$ cat config.mk
export PLATFORM = sky130hd
export DESIGN_NAME = cart_bank_mapper
export DESIGN_NICKNAME = d
export VERILOG_FILES = /design/src/rtl/mapper_pkg.sv /design/src/rtl/mapper_bank_reg.sv /design/src/rtl/mapper_prg_map.sv /design/src/rtl/mapper_chr_map.sv /design/src/rtl/cart_bank_mapper.sv
export SDC_FILE = /design/constraint.sdc
export NUM_CORES = 1
export LEC_CHECK = 0
export ABC_AREA = 1
export CORE_AREA = 2 2 39 41
export DETAILED_ROUTE_END_ITERATION = 8
export DIE_AREA = 0 0 41 43
export PLACE_DENSITY = 0.64
export SLEW_MARGIN = 20
export SYNTH_ARGS = -nofsm -noshare
export SYNTH_HDL_FRONTEND = slang
export SYNTH_SLANG_ARGS = --single-unit
$ cat constraint.sdc
create_clock -name clk -period 0.8 [get_ports clk]
set_input_delay 0.12 -clock clk [delete_from_list [all_inputs] [get_ports clk]]
set_output_delay 0.12 -clock clk [all_outputs]
set_load 0.02 [all_outputs]
$ cat src/rtl/mapper_pkg.sv
package mapper_pkg;
    localparam int PRG_BANK_W = 2;
    localparam int CHR_BANK_W = 4;
    localparam int CPU_DEC_W  = 2;
    localparam int PPU_DEC_W  = 2;

    // CPU A15:A14 value that marks the register window
    localparam logic [CPU_DEC_W-1:0] REG_WINDOW = 2'b10;

    typedef struct packed {
        logic [PRG_BANK_W-1:0] prg;
        logic [CHR_BANK_W-1:0] chr;
    } bank_t;

    typedef struct packed {
        bank_t bank;
        logic  strobe_prev;
    } reg_state_t;
endpackage

$ cat src/rtl/mapper_bank_reg.sv
module mapper_bank_reg
    import mapper_pkg::*;
(
    input  logic                  clk,
    input  logic                  rst_n,
    input  logic                  cpu_strobe,
    input  logic                  cpu_rw,
    input  logic [CPU_DEC_W-1:0]  cpu_addr_hi,
    input  logic [PRG_BANK_W-1:0] cpu_data_hi,
    input  logic [CHR_BANK_W-1:0] cpu_data_lo,
    output bank_t                 bank
);
    reg_state_t st_d, st_q;
    logic       strobe_fall;
    logic       load_hit;

    always_comb begin
        st_d             = st_q;
        st_d.strobe_prev = cpu_strobe;
        strobe_fall      = st_q.strobe_prev & ~cpu_strobe;
        load_hit         = strobe_fall & ~cpu_rw & (cpu_addr_hi == REG_WINDOW);
        if (load_hit) begin
            st_d.bank.prg = cpu_data_hi;
            st_d.bank.chr = cpu_data_lo;
        end
    end

    always_ff @(posedge clk or negedge rst_n) begin
        if (!rst_n) st_q <= '0;
        else        st_q <= st_d;
    end

    assign bank = st_q.bank;

    assert_reset_clear_R1: assert property (@(posedge clk)
        !rst_n |=> (st_q.bank == '0));

    assert_load_R2: assert property (@(posedge clk) disable iff (!rst_n)
        (strobe_fall && !cpu_rw && cpu_addr_hi == REG_WINDOW)
        |=> (st_q.bank == $past({cpu_data_hi, cpu_data_lo})));

    assert_ignore_R3: assert property (@(posedge clk) disable iff (!rst_n)
        (strobe_fall && (cpu_rw || cpu_addr_hi != REG_WINDOW))
        |=> $stable(st_q.bank));

    assert_edge_only_R4: assert property (@(posedge clk) disable iff (!rst_n)
        !(st_q.strobe_prev && !cpu_strobe) |=> $stable(st_q.bank));
endmodule

$ cat src/rtl/mapper_prg_map.sv
module mapper_prg_map
    import mapper_pkg::*;
(
    input  logic [CPU_DEC_W-1:0]  cpu_addr_hi,
    input  logic                  cpu_rw,
    input  logic [PRG_BANK_W-1:0] prg_sel,
    output logic [PRG_BANK_W-1:0] prg_rom_hi,
    output logic                  prg_ce_n
);
    localparam logic [PRG_BANK_W-1:0] LAST_BANK = '1;

    always_comb begin
        // A14 high selects the fixed upper window
        prg_rom_hi = cpu_addr_hi[0] ? LAST_BANK : prg_sel;
        // no bus conflict: ROM stays off the bus during writes
        prg_ce_n   = ~(cpu_addr_hi[CPU_DEC_W-1] & cpu_rw);
    end

    always_comb begin
        if (cpu_addr_hi == 2'b11)
            assert_fixed_last_R5: assert (prg_rom_hi == LAST_BANK);
        if (!cpu_rw)
            assert_rom_quiet_R6: assert (prg_ce_n);
    end
endmodule

$ cat src/rtl/mapper_chr_map.sv
module mapper_chr_map
    import mapper_pkg::*;
(
    input  logic [PPU_DEC_W-1:0]  ppu_addr_hi,
    input  logic                  ppu_wr_n,
    input  logic [CHR_BANK_W-1:0] chr_sel,
    output logic [CHR_BANK_W-1:0] chr_ram_hi,
    output logic                  chr_ce_n,
    output logic                  chr_we_n
);
    localparam int TOP = CHR_BANK_W - 1;

    logic [CHR_BANK_W-1:0] logical_bank;
    logic [CHR_BANK_W-1:0] phys_bank;

    always_comb begin
        logical_bank = ppu_addr_hi[0] ? chr_sel : '0;
        phys_bank    = ~logical_bank;
        chr_ce_n     = ppu_addr_hi[PPU_DEC_W-1];
        chr_we_n     = ppu_wr_n | ppu_addr_hi[PPU_DEC_W-1];
    end

    // top line straight through, lower lines reversed onto the pins
    for (genvar k = 0; k < CHR_BANK_W; k++) begin : g_pin
        if (k == TOP) begin : g_top
            assign chr_ram_hi[k] = phys_bank[k];
        end else begin : g_low
            assign chr_ram_hi[k] = phys_bank[TOP-1-k];
        end
    end

    always_comb begin
        if (ppu_addr_hi == 2'b00)
            assert_fixed_window_R8: assert (chr_ram_hi == '1);
        if (ppu_addr_hi[PPU_DEC_W-1])
            assert_ram_off_R9: assert (chr_ce_n && chr_we_n);
    end
endmodule

$ cat src/rtl/cart_bank_mapper.sv
module cart_bank_mapper
    import mapper_pkg::*;
(
    input  logic                  clk,
    input  logic                  rst_n,
    input  logic                  cpu_strobe,
    input  logic                  cpu_rw,
    input  logic [CPU_DEC_W-1:0]  cpu_addr_hi,
    input  logic [PRG_BANK_W-1:0] cpu_data_hi,
    input  logic [CHR_BANK_W-1:0] cpu_data_lo,
    input  logic [PPU_DEC_W-1:0]  ppu_addr_hi,
    input  logic                  ppu_wr_n,
    output logic [PRG_BANK_W-1:0] prg_rom_hi,
    output logic                  prg_ce_n,
    output logic [CHR_BANK_W-1:0] chr_ram_hi,
    output logic                  chr_ce_n,
    output logic                  chr_we_n
);
    bank_t bank;

    mapper_bank_reg u_reg (
        .clk         (clk),
        .rst_n       (rst_n),
        .cpu_strobe  (cpu_strobe),
        .cpu_rw      (cpu_rw),
        .cpu_addr_hi (cpu_addr_hi),
        .cpu_data_hi (cpu_data_hi),
        .cpu_data_lo (cpu_data_lo),
        .bank        (bank)
    );

    mapper_prg_map u_prg (
        .cpu_addr_hi (cpu_addr_hi),
        .cpu_rw      (cpu_rw),
        .prg_sel     (bank.prg),
        .prg_rom_hi  (prg_rom_hi),
        .prg_ce_n    (prg_ce_n)
    );

    mapper_chr_map u_chr (
        .ppu_addr_hi (ppu_addr_hi),
        .ppu_wr_n    (ppu_wr_n),
        .chr_sel     (bank.chr),
        .chr_ram_hi  (chr_ram_hi),
        .chr_ce_n    (chr_ce_n),
        .chr_we_n    (chr_we_n)
    );
endmodule

==> results of run 1 <==
==> cell usage after synthesis <==
cell type   n
nand2_1    17
dfrtp_1     7
nand3_1     6
or2_1       3
nor2_4      2
buf_4       1
nand2_2     1
nand2_4     1
==> sequential cells by signal (all words and copies together), names as in the netlist <==
register,count
u_reg.bank,6
u_reg.st_q,1
==> power by group through the flow <==
| stage | clock network, mW | logic, mW | registers [mW] |
|---|---|---|---|
| after floorplan | 0 | 0.151 | 0.448 |
| after global placement | 0 | 0.347 | 0.456 |
| after detailed placement | 0 | 0.350 | 0.456 |
| after CTS | 0.331 | 0.428 | 0.448 |
| after global routing | 0.351 | 0.474 | 0.453 |
| final | 0.320 | 0.439 | 0.449 |
==> repair_timing <==
action | 4_1_cts | 5_1_grt
resized for setup | 59 | 3
pin swaps | 8 | 3
hold endpoints to repair | 0 | 0
buffers inserted | 6 | 0
endpoints found under the setup margin | 15 | 12
cloned | 0 | 0
==> per-stage QoR <==
step | util | TNS (ns) | instances | total power, mW
CTS | 0.498 | -1.67 | 90 | 1.21
detailed placement | 0.439 | -8.11 | 80 | 0.806
finish | 0.504 | -1.54 | 90 | 1.21
global placement | 0.439 | -7.96 | 80 | 0.803
global route | 0.504 | -2.11 | 90 | 1.28
floorplan | - | -0.0886 | 38 | 0.599
==> logic make-up after synthesis <==
| logic type | Yosys count | share of synthesized area |
|---|---|---|
| and+or+nand+nor | 30 | 0.455 |
| DFF | 7 | 0.522 |
| buffers and inverters | 1 | 0.0224 |
==> worst paths after layout <==
path / start / slack (ns) / to
setup / recovery: u_reg.bank[4] / -0.29 / prg_rom_hi[0]
max in group asynchronous: rst_n / 0.44 / u_reg.bank[2]
setup reg to reg: u_reg.st_q[0] / -0.09 / u_reg.bank[4]
hold / removal: rst_n / 0.13 / u_reg.bank[3]
min in group clk: cpu_rw / 0.40 / u_reg.bank[2]
hold reg to reg: u_reg.bank[4] / 0.47 / u_reg.bank[4]
==> layout make-up <==
cell class,count,area [um^2],area share
clock buffers,4,26.3,0.0377
well taps,16,20.0,0.0287
flip-flops and latches,7,175,0.251
multi-input cells,30,163,0.233
repair buffers,33,313,0.449
==> routing by layer <==
| layer | vias up | global-route usage | routed length [um] |
|---|---|---|---|
| li1 | 191 | - | - |
| met3 | 0 | 0.0471 | 75 |
| met4 | 0 | 0.100 | 0 |
| met1 | 152 | 0.146 | 321 |
| met2 | 17 | 0.153 | 436 |
| met5 | - | 0 | 0 |
==> run_results.csv, run 1 <==
group,metric,value,unit
run_status,status,"complete, but fails checks",
run_status,violations,"negative setup slack",
setup_path,worstPathArrival,0.97,ns
pwr,seq_power_share,0.371,
floorplan,ios,24,
setup_path,path_max_fanout,2,
global_route,grt_max_degree,8,
synth,syn-cell-area,335,um^2
route,routed_wl,833,um
synth,synthCells,38,
sta,finClkSkew,0.000546,ns
clocking,clk_pin_slew,0.05,ns
setup_path,critPathTopFamily,"flip-flops",
layout,final_common_cell,"nand2_1",
pwr,p_switching,0.342,mW
setup_path,required,0.68,ns
setup_path,path_buf_inv,1,
placement,placed_area,608,um^2
sta,min_period,1.09,ns
setup_path,critPathCaptureType,"output port",
route,ant_nets,0,
global_route,grt-ovfl-total,0,
floorplan,core_area,1380,um^2
setup_path,crit_chain,"or2_1 -> buf_6",
route,dr.pass1.iters,4,
clocking,clk_path_buf_depth,2,
floorplan,rows,14,
layout,final_cell_mix,"13 x nand2_1, 9 x buf_6, 9 x buf_4",
worst_hold_path,min_path_type,"in -> async",
clocking,clock_sinks,7,
sta,setup_viol,12,
synth,synth_top_area_share,0.522,
synth,yosysTopAreaCell,"dfrtp_1",
pwr,clock_power_share,0.265,
placement,portBuffers,23,
route,drt_iter0_markers,5,
route,vias,360,
sta,clock.fmax,0.920,GHz
pwr,comb_power_share,0.364,
placement,gp_congestion,0.717,
synth,synth_seq_cells,7,
pwr,leakage,0.351,nW
clocking,clock-root-buffer,"clkbuf_4",
floorplan,initial_core_util,0.242,
sta,tightest_slew,0.310,ns
pwr,intPower,0.866,mW
synth,ys.warnings.count,0,
route,drc,0,
synth,synth.avg_cell_area,8.82,um^2
layout,n_antenna_cell,0,
setup_path,r2r_cells,5,
pwr,switching_share,0.283,
sta,slew_viol_final,0,
global_route,track_usage,0.119,
clocking,cts_tree,"done",
sta,worst_slack,-0.288,ns
sta,hold_ws,0.125,ns
global_route,antenna_found_initial,0,
clocking,hold_buffers,0,
setup_path,slowest_stage,"dfrtp_1",
placement,pre_cts_slack,-0.631,ns
synth,syn-num-nets,53,
synth,ys_seq_area_frac,0.522,
clocking,cts_made_buffers,3,
setup_path,cp_slowest_stage_delay,0.37,ns
layout,nets,90,
sta,hold_viol,0,
floorplan,design.die.area,1760,um^2
floorplan,die_w,41,um
layout,fin_area,697,um^2
setup_path,start_kind,"register",
clocking,worstSkewPairLatency,0.25,ns
route,wire_per_inst,9.26,um
route,viasPerCell,4.00,
synth,synthTopCellsByArea,"dfrtp_1 52%, nand2_1 19%, nand3_1 9.0%",
pwr,power_density,1730,nW/um^2
layout,fillers,135,
flow_run,cap_violations,0,
setup_path,crit_type,"reg -> out",
synth,synthDistinctLibCells,8,
sta,fin_crit_sh,1.36,
sta,relSlewSlack,0.793,
pwr,peakVddDrop,0.851,mV
global_route,grt_pass1_wl,1320,um
layout,area_growth_syn_to_layout,108,%
setup_path,worstSetupPathDepth,2,
clocking,htreeDepth,1,
floorplan,die_y,43,um
global_route,grt_pass1_vias,330,
sta,rsz0062_at_grt,"true",
layout,drive_gt1_frac,0.392,
Note: power is estimated with default switching activity, not from simulation.
==> inputs of run 2 (changes only) <==
- CTS_CLUSTER_DIAMETER: not set -> 60
==> results of run 2 <==
Final layout, timing and power as in run 1 (identical DEF).
